## src/rtl/prio_irq_pkg.sv

```systemverilog
`timescale 1ns/1ps
// Shared constants and types for the prioritized interrupt controller.
// Assumes a byte-addressed register bus whose registers are 32 bits wide.
package prio_irq_pkg;

    // Register offsets: the layout the software driver decodes
    localparam int OFS_EN_SET    = 'h000;
    localparam int OFS_EN_CLR    = 'h080;
    localparam int OFS_PD_SET    = 'h100;
    localparam int OFS_PD_CLR    = 'h180;
    localparam int OFS_PRIO_BASE = 'h300;

    // Register selected by the address decoder
    typedef enum logic [2:0] {
        SEL_NONE,
        SEL_EN_SET,
        SEL_EN_CLR,
        SEL_PD_SET,
        SEL_PD_CLR,
        SEL_PRIO
    } reg_sel_e;

endpackage

```

## src/rtl/irq_addr_decode.sv

```systemverilog
`timescale 1ns/1ps
// Address decoder: maps a byte offset onto a register selector and, for the
// priority window, a register index. Needs an exact offset match; offsets in
// the priority window that are not multiples of 4 decode as SEL_NONE.
module irq_addr_decode
    import prio_irq_pkg::*;
#(
    parameter int ADDR_W        = 12,
    parameter int NUM_PRIO_REGS = 8,
    localparam int IDX_W        = (NUM_PRIO_REGS > 1) ? $clog2(NUM_PRIO_REGS) : 1
) (
    input  logic [ADDR_W-1:0] addr,
    output reg_sel_e          sel,
    output logic [IDX_W-1:0]  prio_idx
);

    localparam logic [ADDR_W-1:0] PRIO_LO = ADDR_W'(OFS_PRIO_BASE);
    localparam logic [ADDR_W-1:0] PRIO_HI = ADDR_W'(OFS_PRIO_BASE + 4 * NUM_PRIO_REGS);

    logic [ADDR_W-1:0] prio_ofs;

    // Offset within the priority window, in bytes
    assign prio_ofs = addr - PRIO_LO;
    assign prio_idx = IDX_W'(prio_ofs >> 2);

    // Pick the register that the offset names
    always_comb begin
        sel = SEL_NONE;
        if (addr == ADDR_W'(OFS_EN_SET))      sel = SEL_EN_SET;
        else if (addr == ADDR_W'(OFS_EN_CLR)) sel = SEL_EN_CLR;
        else if (addr == ADDR_W'(OFS_PD_SET)) sel = SEL_PD_SET;
        else if (addr == ADDR_W'(OFS_PD_CLR)) sel = SEL_PD_CLR;
        else if (addr >= PRIO_LO && addr < PRIO_HI && addr[1:0] == 2'b00)
            sel = SEL_PRIO;
    end

endmodule

```

## src/rtl/irq_edge_capture.sv

```systemverilog
`timescale 1ns/1ps
// Rising-edge detector for the hardware interrupt lines. Assumes irq_in is
// already synchronous to clk. Gives a one-cycle set request per 0-to-1 change.
module irq_edge_capture #(
    parameter int NUM_LINES = 32
) (
    input  logic                 clk,
    input  logic                 rst_n,
    input  logic [NUM_LINES-1:0] irq_in,
    output logic [NUM_LINES-1:0] rise
);

    logic [NUM_LINES-1:0] prev_q;

    // Remember the level of each line from the previous cycle
    always_ff @(posedge clk) begin
        if (!rst_n) prev_q <= '0;
        else        prev_q <= irq_in;
    end

    assign rise = irq_in & ~prev_q;

endmodule

```

## src/rtl/irq_state_regs.sv

```systemverilog
`timescale 1ns/1ps
// Enable, pending and priority storage with the read-back multiplexer.
// Assumes NUM_LINES equals DATA_W, so one register bit maps to each line.
// A set request (software or hardware) beats any clear in the same cycle.
module irq_state_regs
    import prio_irq_pkg::*;
#(
    parameter int NUM_LINES     = 32,
    parameter int PRIO_W        = 2,
    parameter int DATA_W        = 32,
    localparam int NUM_W        = $clog2(NUM_LINES),
    localparam int LPR          = DATA_W / 8,
    localparam int NUM_PRIO_REGS = NUM_LINES / LPR,
    localparam int IDX_W        = (NUM_PRIO_REGS > 1) ? $clog2(NUM_PRIO_REGS) : 1
) (
    input  logic                        clk,
    input  logic                        rst_n,
    input  logic                        wr_en,
    input  logic                        rd_en,
    input  reg_sel_e                    sel,
    input  logic [IDX_W-1:0]            prio_idx,
    input  logic [DATA_W-1:0]           wdata,
    output logic [DATA_W-1:0]           rdata,
    input  logic [NUM_LINES-1:0]        hw_set,
    input  logic                        ack_valid,
    input  logic [NUM_W-1:0]            ack_num,
    output logic [NUM_LINES-1:0]        en_q,
    output logic [NUM_LINES-1:0]        pend_q,
    output logic [NUM_LINES*PRIO_W-1:0] prio_flat
);

    logic [NUM_LINES-1:0] en_set, en_clr, pd_set, pd_clr, ack_mask, set_any;

    // Turn the bus write into per-line set and clear masks
    always_comb begin
        en_set = (wr_en && sel == SEL_EN_SET) ? wdata[NUM_LINES-1:0] : '0;
        en_clr = (wr_en && sel == SEL_EN_CLR) ? wdata[NUM_LINES-1:0] : '0;
        pd_set = (wr_en && sel == SEL_PD_SET) ? wdata[NUM_LINES-1:0] : '0;
        pd_clr = (wr_en && sel == SEL_PD_CLR) ? wdata[NUM_LINES-1:0] : '0;
    end

    // One-hot mask of the acknowledged line
    always_comb begin
        ack_mask = '0;
        if (ack_valid) ack_mask[ack_num] = 1'b1;
    end

    assign set_any = pd_set | hw_set;

    // Enable bits: write-one-to-set and write-one-to-clear
    always_ff @(posedge clk) begin
        if (!rst_n) en_q <= '0;
        else        en_q <= (en_q & ~en_clr) | en_set;
    end

    // Pending bits: clears first, then sets on top so that a set wins
    always_ff @(posedge clk) begin
        if (!rst_n) pend_q <= '0;
        else        pend_q <= (pend_q & ~(pd_clr | ack_mask)) | set_any;
    end

    // One priority field per line, loaded from the top bits of its byte
    for (genvar g = 0; g < NUM_LINES; g++) begin : g_prio
        localparam int REG_I = g / LPR;
        localparam int LSB   = (g % LPR) * 8 + 8 - PRIO_W;
        logic [PRIO_W-1:0] prio_q;

        // Load this line's field when its register is written
        always_ff @(posedge clk) begin
            if (!rst_n)
                prio_q <= '0;
            else if (wr_en && sel == SEL_PRIO && prio_idx == IDX_W'(REG_I))
                prio_q <= wdata[LSB +: PRIO_W];
        end

        assign prio_flat[g*PRIO_W +: PRIO_W] = prio_q;
    end

    // Read-back multiplexer; zero when idle or unmapped
    always_comb begin
        rdata = '0;
        if (rd_en) begin
            unique case (sel)
                SEL_EN_SET, SEL_EN_CLR: rdata[NUM_LINES-1:0] = en_q;
                SEL_PD_SET, SEL_PD_CLR: rdata[NUM_LINES-1:0] = pend_q;
                SEL_PRIO: begin
                    for (int j = 0; j < LPR; j++)
                        rdata[j*8+8-PRIO_W +: PRIO_W] =
                            prio_flat[(int'(prio_idx)*LPR + j)*PRIO_W +: PRIO_W];
                end
                default: rdata = '0;
            endcase
        end
    end

    // the lines written as 1 at the set-enable offset are enabled afterwards
    assert_en_set_R2: assert property (@(posedge clk) disable iff (!rst_n)
        (wr_en && sel == SEL_EN_SET) |=>
            ((en_q & $past(wdata[NUM_LINES-1:0])) == $past(wdata[NUM_LINES-1:0])));

    // the lines written as 1 at the clear-enable offset are disabled afterwards
    assert_en_clr_R3: assert property (@(posedge clk) disable iff (!rst_n)
        (wr_en && sel == SEL_EN_CLR) |=>
            ((en_q & $past(wdata[NUM_LINES-1:0])) == '0));

    // a hardware edge leaves its pending bit set, whatever else happens
    assert_hw_set_wins_R7: assert property (@(posedge clk) disable iff (!rst_n)
        (|hw_set) |=> ((pend_q & $past(hw_set)) == $past(hw_set)));

    // an acknowledge clears the pending bit unless a set collides with it
    assert_ack_clears_R10: assert property (@(posedge clk) disable iff (!rst_n)
        (ack_valid && !set_any[ack_num]) |=> !pend_q[$past(ack_num)]);

endmodule

```

## src/rtl/irq_arbiter.sv

```systemverilog
`timescale 1ns/1ps
// Combinational arbiter. Scans the lines in ascending order and keeps a
// candidate only while no earlier active line has a smaller or equal priority
// value, so a tie goes to the lowest line number. Outputs are 0 when idle.
module irq_arbiter #(
    parameter int NUM_LINES  = 32,
    parameter int PRIO_W     = 2,
    parameter int VEC_OFFSET = 16,
    localparam int NUM_W     = $clog2(NUM_LINES),
    localparam int VEC_W     = $clog2(NUM_LINES + VEC_OFFSET)
) (
    input  logic [NUM_LINES-1:0]        en,
    input  logic [NUM_LINES-1:0]        pend,
    input  logic [NUM_LINES*PRIO_W-1:0] prio_flat,
    output logic                        req,
    output logic [NUM_W-1:0]            num,
    output logic [VEC_W-1:0]            vector
);

    logic [NUM_LINES-1:0] active;
    logic                 found;
    logic [PRIO_W-1:0]    best_prio;
    logic [NUM_W-1:0]     best_idx;

    assign active = en & pend;

    // Linear minimum search over the active lines
    always_comb begin
        found     = 1'b0;
        best_prio = '0;
        best_idx  = '0;
        for (int i = 0; i < NUM_LINES; i++) begin
            if (active[i] && (!found || prio_flat[i*PRIO_W +: PRIO_W] < best_prio)) begin
                found     = 1'b1;
                best_prio = prio_flat[i*PRIO_W +: PRIO_W];
                best_idx  = NUM_W'(i);
            end
        end
    end

    // Drive the request, the line number and the vector number
    always_comb begin
        req    = found;
        num    = best_idx;
        vector = found ? (VEC_W'(best_idx) + VEC_W'(VEC_OFFSET)) : '0;
    end

endmodule

```

## src/rtl/prio_irq_ctrl.sv

```systemverilog
`timescale 1ns/1ps
// Top level of the prioritized interrupt controller. It joins the decoder,
// the edge capture, the state registers and the arbiter. It assumes a
// single-cycle register bus: a write takes effect at the clock edge where
// bus_valid and bus_write are both high, and a read returns data in the
// same cycle.
module prio_irq_ctrl
    import prio_irq_pkg::*;
#(
    parameter int NUM_LINES  = 32,
    parameter int PRIO_W     = 2,
    parameter int VEC_OFFSET = 16,
    parameter int ADDR_W     = 12,
    parameter int DATA_W     = 32,
    localparam int NUM_W     = $clog2(NUM_LINES),
    localparam int VEC_W     = $clog2(NUM_LINES + VEC_OFFSET),
    localparam int LPR       = DATA_W / 8,
    localparam int NUM_PRIO_REGS = NUM_LINES / LPR,
    localparam int IDX_W     = (NUM_PRIO_REGS > 1) ? $clog2(NUM_PRIO_REGS) : 1
) (
    input  logic                 clk,
    input  logic                 rst_n,
    input  logic                 bus_valid,
    input  logic                 bus_write,
    input  logic [ADDR_W-1:0]    bus_addr,
    input  logic [DATA_W-1:0]    bus_wdata,
    output logic [DATA_W-1:0]    bus_rdata,
    input  logic [NUM_LINES-1:0] irq_in,
    input  logic                 ack_valid,
    input  logic [NUM_W-1:0]     ack_num,
    output logic                 irq_req,
    output logic [NUM_W-1:0]     irq_num,
    output logic [VEC_W-1:0]     vector
);

    reg_sel_e                    sel;
    logic [IDX_W-1:0]            prio_idx;
    logic [NUM_LINES-1:0]        rise, en_q, pend_q;
    logic [NUM_LINES*PRIO_W-1:0] prio_flat;
    logic                        wr_en, rd_en;
    logic [PRIO_W-1:0]           win_prio;

    assign wr_en = bus_valid && bus_write;
    assign rd_en = bus_valid && !bus_write;

    irq_addr_decode #(
        .ADDR_W        (ADDR_W),
        .NUM_PRIO_REGS (NUM_PRIO_REGS)
    ) u_decode (
        .addr     (bus_addr),
        .sel      (sel),
        .prio_idx (prio_idx)
    );

    irq_edge_capture #(
        .NUM_LINES (NUM_LINES)
    ) u_edge (
        .clk    (clk),
        .rst_n  (rst_n),
        .irq_in (irq_in),
        .rise   (rise)
    );

    irq_state_regs #(
        .NUM_LINES (NUM_LINES),
        .PRIO_W    (PRIO_W),
        .DATA_W    (DATA_W)
    ) u_regs (
        .clk       (clk),
        .rst_n     (rst_n),
        .wr_en     (wr_en),
        .rd_en     (rd_en),
        .sel       (sel),
        .prio_idx  (prio_idx),
        .wdata     (bus_wdata),
        .rdata     (bus_rdata),
        .hw_set    (rise),
        .ack_valid (ack_valid),
        .ack_num   (ack_num),
        .en_q      (en_q),
        .pend_q    (pend_q),
        .prio_flat (prio_flat)
    );

    irq_arbiter #(
        .NUM_LINES  (NUM_LINES),
        .PRIO_W     (PRIO_W),
        .VEC_OFFSET (VEC_OFFSET)
    ) u_arb (
        .en        (en_q),
        .pend      (pend_q),
        .prio_flat (prio_flat),
        .req       (irq_req),
        .num       (irq_num),
        .vector    (vector)
    );

    assign win_prio = prio_flat[irq_num*PRIO_W +: PRIO_W];

    // a reported winner is enabled and pending
    assert_winner_active_R8: assert property (@(posedge clk) disable iff (!rst_n)
        irq_req |-> (en_q[irq_num] && pend_q[irq_num]));

    // with no request, the number and the vector are 0 and no line is active
    assert_idle_outputs_R9: assert property (@(posedge clk) disable iff (!rst_n)
        !irq_req |-> ((en_q & pend_q) == '0 && irq_num == '0 && vector == '0));

    // no active line beats the winner on value or, on a tie, on index
    for (genvar g = 0; g < NUM_LINES; g++) begin : g_best_chk
        assert_winner_best_R8: assert property (@(posedge clk) disable iff (!rst_n)
            (irq_req && en_q[g] && pend_q[g]) |->
                (prio_flat[g*PRIO_W +: PRIO_W] > win_prio ||
                 (prio_flat[g*PRIO_W +: PRIO_W] == win_prio && g >= int'(irq_num))));
    end

    // a read at an unmapped offset returns 0
    assert_unmapped_zero_R11: assert property (@(posedge clk) disable iff (!rst_n)
        (rd_en && sel == SEL_NONE) |-> (bus_rdata == '0));

    // read data is 0 whenever no read is in progress
    assert_idle_rdata_R12: assert property (@(posedge clk) disable iff (!rst_n)
        !rd_en |-> (bus_rdata == '0));

endmodule

```

## config.mk

```make
export PLATFORM = sky130hd
export DESIGN_NAME = prio_irq_ctrl
export DESIGN_NICKNAME = d
export VERILOG_FILES = /design/src/rtl/prio_irq_pkg.sv /design/src/rtl/irq_addr_decode.sv /design/src/rtl/irq_edge_capture.sv /design/src/rtl/irq_state_regs.sv /design/src/rtl/irq_arbiter.sv /design/src/rtl/prio_irq_ctrl.sv
export SDC_FILE = /design/constraint.sdc
export NUM_CORES = 1
export LEC_CHECK = 0
export BUFFER_PORTS_ARGS = -buffer_cell sky130_fd_sc_hd__buf_2
export CAP_MARGIN = 30
export CORE_ASPECT_RATIO = 0.8
export CORE_MARGIN = 4
export CORE_UTILIZATION = 40
export DETAILED_ROUTE_END_ITERATION = 10
export PLACE_DENSITY = 0.66
export SETUP_SLACK_MARGIN = 0.15
export SYNTH_ARGS = -nofsm -noshare
export SYNTH_HDL_FRONTEND = slang
export SYNTH_SLANG_ARGS = --single-unit
```

## constraint.sdc

```tcl
create_clock -name clk -period 6.7 [get_ports clk]
set_input_delay 0.335 -clock clk [delete_from_list [all_inputs] [get_ports clk]]
set_output_delay 0.335 -clock clk [all_outputs]
set_load 0.01 [all_outputs]
```

; ---- Word level (Yosys, flattened, before mapping)
; Index checks and enable logic that the tools add are counted.
[totals]
output_inout_bits = 44
latch_bits = 0
mem_bits_ro = 0
regBits = 160
elab_cells = 338
mem_bits_rw = 0
memories = 0
inputBits = 86
[classes]
n_bitwise = 11
n_reduce_logical = 117
n_eq_ne = 15
n_mul = 0
n_shift = 4
n_mux = 116
n_addsub = 5
div_mod_pow = 0
magnitude_cmp = 35
[op_table]
columns = op, n
row1 = $mux W32, 6
row2 = $shiftx A64 B32 Y2, 3
row3 = $and A32 B32 Y32, 4
row4 = $or A32 B32 Y32, 4
row5 = $not A32 Y32, 3
row6 = $mux W5, 16
row7 = $mux W2, 33
row8 = $shiftx A64 B7 Y2, 1
row9 = $lt A2 B2 Y1, 31
row10 = $logic_and A1 B1 Y1, 49
row11 = $pmux W6 S2, 4
row12 = $mux W1, 34
row13 = $logic_not A1 Y1, 32
row14 = $mux W4, 8
row15 = $logic_or A1 B1 Y1, 31
row16 = $mux W3, 9
row17 = $eq A12 B9 Y1 const B, 2
row18 = $pmux W2 S3, 4
row19 = $eq A3 B3 Y1 const B, 6
row20 = $add A5 B2 Y6 const B, 2
row21 = $eq A12 B8 Y1 const B, 1
row22 = $eq A3 B2 Y1 const B, 4
row23 = $ge A12 B10 Y1 const B, 1
row24 = $logic_not A12 Y1, 1
row25 = 12 further kinds, 14

; ---- Longest topological paths before layout
[depth]
depth_word = 128
mapped_depth = 33
mapped_depth_nobuf = 31

; ---- By module
; Synthesis repeated with hierarchy kept, for this count alone.
[unflattened]
cells_unflattened = 1380
area_unflattened_um2 = 11392.2
[by_module_without_submodules]
columns = mod, area_each_um2, cells_each, seq_area_each_um2, instances
row1 = irq_state_regs, 6600.1, 663, 2562.5, 1
row2 = irq_arbiter, 3590.9, 602, 0.0, 1
row3 = irq_edge_capture, 1092.3, 99, 640.6, 1
row4 = irq_addr_decode, 92.6, 14, 0.0, 1
row5 = prio_irq_ctrl, 16.3, 2, 0.0, 1

; ---- Worst setup path after synthesis
; OpenSTA, ideal clock, no wires.
[synth_path]
path_type = reg2out
from = register u_regs.en_q[0]
to = output vector[4]
arrival_time_ns = 6.212
required_ns = 6.365
path_buffers = 1
path_stages_with_launch = 33
slack_ns = 0.153
path_cell_list = dfxtp_1 > clkbuf_1 > nand3_1 > ha_1 > o211ai_1 > o2111ai_1 > o311ai_1 > or2_2 > a21oi_1 > or3_1 > a21oi_1 > o311ai_1 > and2_1 > a21oi_2 > a211o_1 > o31a_1 > o21bai_1 > nand2_1 > mux2i_1 > ha_1 > nor2_1 > nor2_1 > nor2_1 > a21oi_1 > nor2_1 > a21o_1 > ha_1 > nor3_1 > o31a_1 > or2_0 > a211o_1 > nand4bb_1 > nor2b_1
[synth_between]
elab_chain_cells = 128
word_cells_on_any_way = 221
cone_classes = add/sub: 1 / order compare: 31 / mux: 95 / bitwise: 1 / reduce/logical: 93
[synth_lines]
columns = item, line_no
row1 = from (decl), irq_state_regs.sv:27  ; output logic [NUM_LINES-1:0] en_q,
row2 = from (signal assigned), irq_state_regs.sv:53  ; else en_q <= (en_q & ~en_clr) | en_set;
row3 = $and A32 B32 Y32 (*), irq_arbiter.sv:25  ; assign active = en & pend;
row4 = $mux W2 or $mux W1 (tied branches), irq_arbiter.sv:33  ; if (active[i] && (!found || prio_flat[i*PRIO_W +: PRIO_W] < best_prio)) begin
row5 = $lt A2 B2 Y1 or $logic_not A1 Y1 (tied branches), irq_arbiter.sv:33
row6 = $logic_or A1 B1 Y1, irq_arbiter.sv:33
row7 = $logic_and A1 B1 Y1, irq_arbiter.sv:33
row8 = $mux W2 or $mux W1 (tied branches), irq_arbiter.sv:33
row9 = $lt A2 B2 Y1 or $logic_not A1 Y1 (tied branches), irq_arbiter.sv:33
row10 = $logic_or A1 B1 Y1, irq_arbiter.sv:33
row11 = [113 not listed], --
row12 = $mux W2 or $mux W1 (tied branches), irq_arbiter.sv:33
row13 = $lt A2 B2 Y1 or $logic_not A1 Y1 (tied branches), irq_arbiter.sv:33
row14 = $logic_or A1 B1 Y1, irq_arbiter.sv:33
row15 = $logic_and A1 B1 Y1, irq_arbiter.sv:33
row16 = $mux W5 (*), irq_arbiter.sv:33
row17 = net irq_num[4], prio_irq_ctrl.sv:32  ; output logic [NUM_W-1:0] irq_num,
row18 = $add A5 B5 Y6 (*), irq_arbiter.sv:45  ; vector = found ? (VEC_W'(best_idx) + VEC_W'(VEC_OFFSET)) : '0;
row19 = $mux W6 (*), irq_arbiter.sv:45
row20 = to (decl), prio_irq_ctrl.sv:33  ; output logic [VEC_W-1:0] vector
; Mark *: on every way through the listed nets, which the timed path passes. The rest lies on a longest branch.

; ---- Worst setup path in the final report
[layout_path]
from = register u_regs.pend_q[3]
to = output vector[4]
[layout_between]
elab_chain_cells = 117
word_cells_on_any_way = 202
cone_classes = add/sub: 1 / order compare: 28 / mux: 87 / bitwise: 1 / reduce/logical: 85
[layout_lines]
columns = item, line_no
row1 = from (decl), irq_state_regs.sv:28  ; output logic [NUM_LINES-1:0] pend_q,
row2 = from (signal assigned), irq_state_regs.sv:59  ; else pend_q <= (pend_q & ~(pd_clr | ack_mask)) | set_any;
row3 = $and A32 B32 Y32 (*), irq_arbiter.sv:25
row4 = $logic_and A1 B1 Y1 (*), irq_arbiter.sv:33
row5 = $mux W2 or $mux W1 (tied branches), irq_arbiter.sv:33
row6 = $lt A2 B2 Y1 or $logic_not A1 Y1 (tied branches), irq_arbiter.sv:33
row7 = $logic_or A1 B1 Y1, irq_arbiter.sv:33
row8 = $logic_and A1 B1 Y1, irq_arbiter.sv:33
row9 = $mux W2 or $mux W1 (tied branches), irq_arbiter.sv:33
row10 = $lt A2 B2 Y1 or $logic_not A1 Y1 (tied branches), irq_arbiter.sv:33
row11 = [101 not listed], --
row12 = $logic_and A1 B1 Y1, irq_arbiter.sv:33
row13 = $mux W2 or $mux W1 (tied branches), irq_arbiter.sv:33
row14 = $lt A2 B2 Y1 or $logic_not A1 Y1 (tied branches), irq_arbiter.sv:33
row15 = $logic_or A1 B1 Y1, irq_arbiter.sv:33
row16 = $logic_and A1 B1 Y1, irq_arbiter.sv:33
row17 = $mux W5, irq_arbiter.sv:33
row18 = $add A5 B5 Y6, irq_arbiter.sv:45
row19 = $mux W6 (*), irq_arbiter.sv:45
; Mark *: on every way between the ends. The rest lies on a longest branch, timed or not.

==> out/results.ini <==
[layout]
n_antenna_cell=0
fin_area_um2=14200
final_common_cell=nor2_1
final_cell_mix=nor2_1, dfxtp_1, buf_4, buf_2, a21oi_1
final_nets=1715
n_fill_cell=2524
drive_above_1_share_pct=27.4
area_growth_pct=29.3

[timing]
period_share_pct=105
worst_slack_ns=-0.335
finalSetupViolations=11
rsz0062_at_grt=true
tightestPinTransition_ns=1.04
drv_slew=0
fin_skew_ns=0.00635
hold_violations=0
timing.hold.ws_ns=0.127
fmax_mhz=142
slew_headroom_pct=30.6
period_minus_slack_ns=7.03

[outcome]
failed_checks=setup timing
status=complete, but fails checks

[synth]
ys.flop_type=dfxtp_1
synth_area_um2=11000
synth_nets=1495
seq_area_frac_synth_pct=29.2
postSynthCellCount=1406
ys_seq_elements=160
synth_area_per_cell_um2=7.80
async_flop_share_pct=0
yosys_warnings=0
synth_edf_count=0
synth_cell_type_count=89

[critical_path]
r2r-start=u_regs.pend_q[0]
worstSetupPathType=reg2out
crit_top_cell=buf_4
cp-start-kind=flop
worstSetupEndpointType=primary output
r2r-end=u_regs.pend_q[0]
required_ns=6.36
max_stage_delay_ns=0.37
worstPathMaxFanout=5
cp.arrival_ns=6.70
slowest_stage=a222oi_1
r2r_slack_ns=5.52
reg2reg_depth=5

[placement]
placed_area_um2=12500
dp_hpwl_um=32800
place_ws_ns=-0.131
portBuffers=129
gp_congestion=1.00

[min_path]
hold-path-endpoint=u_edge.prev_q[25]
hp-start=irq_in[25]
holdPathStages=2
min_path_type=in2reg

[pwr]
pwr_density_cell_nw_per_um2=149
leakage_uw=0.00587
max-vdd-ir-drop_uv=161

[cts]
hold_buffers=0
clkTransAtPathRegs_ns=0.07
cts_buffers=17
clockBufferDepth=2
h-tree-depth=4
cts_tree=built
clkLatencyLatePin_ns=0.42
cts.sink_count=160
ctsRootBufferMaster=clkbuf_16

[floorplan]
die_h_um=156
rows=53
core_um2=26700
fp.dieW_um=193
initial_utilization_pct=41.1
num_io_pins=130
die-area_um2=30100

[drt]
remaining_drc_errors=0
routed_via_density=6.27
drt-total-wl_um=43700
drt_iter0_drc=1481
wire_per_inst_um=21.9
vias=12521
ant_nets=0
drt_pre_antenna_iters=6

[grt]
grt_pass1_wl_um=66100
grt_usage_pct=27.9
grt_pass1_vias=11350
grt_overflow=0
antenna_found_initial=0
grt_start_max_net_pins=93

[run]
maxCapViolations=0

critical path: cells and delay by family, from the launching register on:
family	cells	cell delay, ns
muxes	1	0.26
DFF	1	0.36
adders and majority gates	2	0.44
AOI/OAI and AO/OA	16	3.02
and+or+nand+nor	9	1.22
buffers and inverters	6	0.97
per-stage QoR:
| stage | cells | TNS (ns) | total power [uW] | utilization, % |
|---|---|---|---|---|
| 2_1_floorplan | 1406 | 0 | 1100 | - |
| 3_3_place_gp | 1913 | 0 | 1180 | 46.9 |
| 3_5_place_dp | 1914 | -0.646 | 1190 | 47.0 |
| 4_1_cts | 1981 | -1.47 | 2100 | 51.6 |
| 5_1_grt | 1996 | -6.84 | 2170 | 53.1 |
| 6_report | 1996 | -3.05 | 2110 | 53.1 |
how the worst max path moves through the flow:
stage,from,endpoint
floorplan,u_regs.en_q[0],vector[4]
global placement,u_regs.pend_q[8],vector[4]
detailed placement,u_regs.pend_q[0],irq_num[3]
CTS,u_regs.en_q[0],irq_num[3]
global route,u_regs.en_q[0],vector[4]
finish,u_regs.pend_q[3],vector[4]
per-layer routing:
metal	vias to the layer above	track usage [%]	routed length, um
li1	5732	-	-
met5	-	0	0
met3	60	7.27	5450
met1	5960	44.0	20300
met4	0	5.46	674
met2	769	37.6	17300
cell usage after synthesis, types with 16 or more instances:
library cell  number  area share (%)
mux2i_1          106             9.7
a311oi_1          33             2.6
nor3_1            24             1.1
mux4_2            16             3.3
clkbuf_1          69             2.4
nand3_1           35             1.6
a221oi_1          34             2.7
nor2_1           220             7.5
and2_1            45             2.6
inv_1             52             1.8
a21oi_1          127             5.8
o21ai_0           73             3.3
nand2_1           82             2.8
dfxtp_1          160              29
layout make-up:
class	count	area, um2	area share [%]
well taps	357	447	3.15
repair buffers	278	1840	13.0
flip-flops and latches	160	3220	22.7
clock inverters	14	134	0.945
multi-input cells	1116	7910	55.8
inverters	53	200	1.41
clock buffers	18	429	3.03
kinds of logic after synthesis:
kind of cell / Yosys count / synth area share (%)
adder cells (fa/ha/maj): 5 / 0.525
AO/OA/AOI/OAI: 465 / 29.4
buffers and inverters: 130 / 4.50
flip-flops: 160 / 29.2
AND/OR/NAND/NOR: 524 / 23.3
multiplexers: 122 / 13.0
power breakdown:
group          switching, uW  internal [uW]  total [uW]
combinational            103           68.5         172
clock                    417            518         936
sequential              23.2            976        1000
total                    544           1560        2110
state kept, by name, summed over array words and instances (netlist names):
signal / cells
u_regs.en_q: 32
u_regs.g_prio.prio_q: 64
u_regs.pend_q: 32
u_edge.prev_q: 32
what timing repair did:
item	in CTS	in global routing
resized for setup	77	56
buffers inserted	35	15
pin swaps	33	37
cloned	0	0
endpoints found under the setup margin	11	11
(Power assumes the default switching activity.)
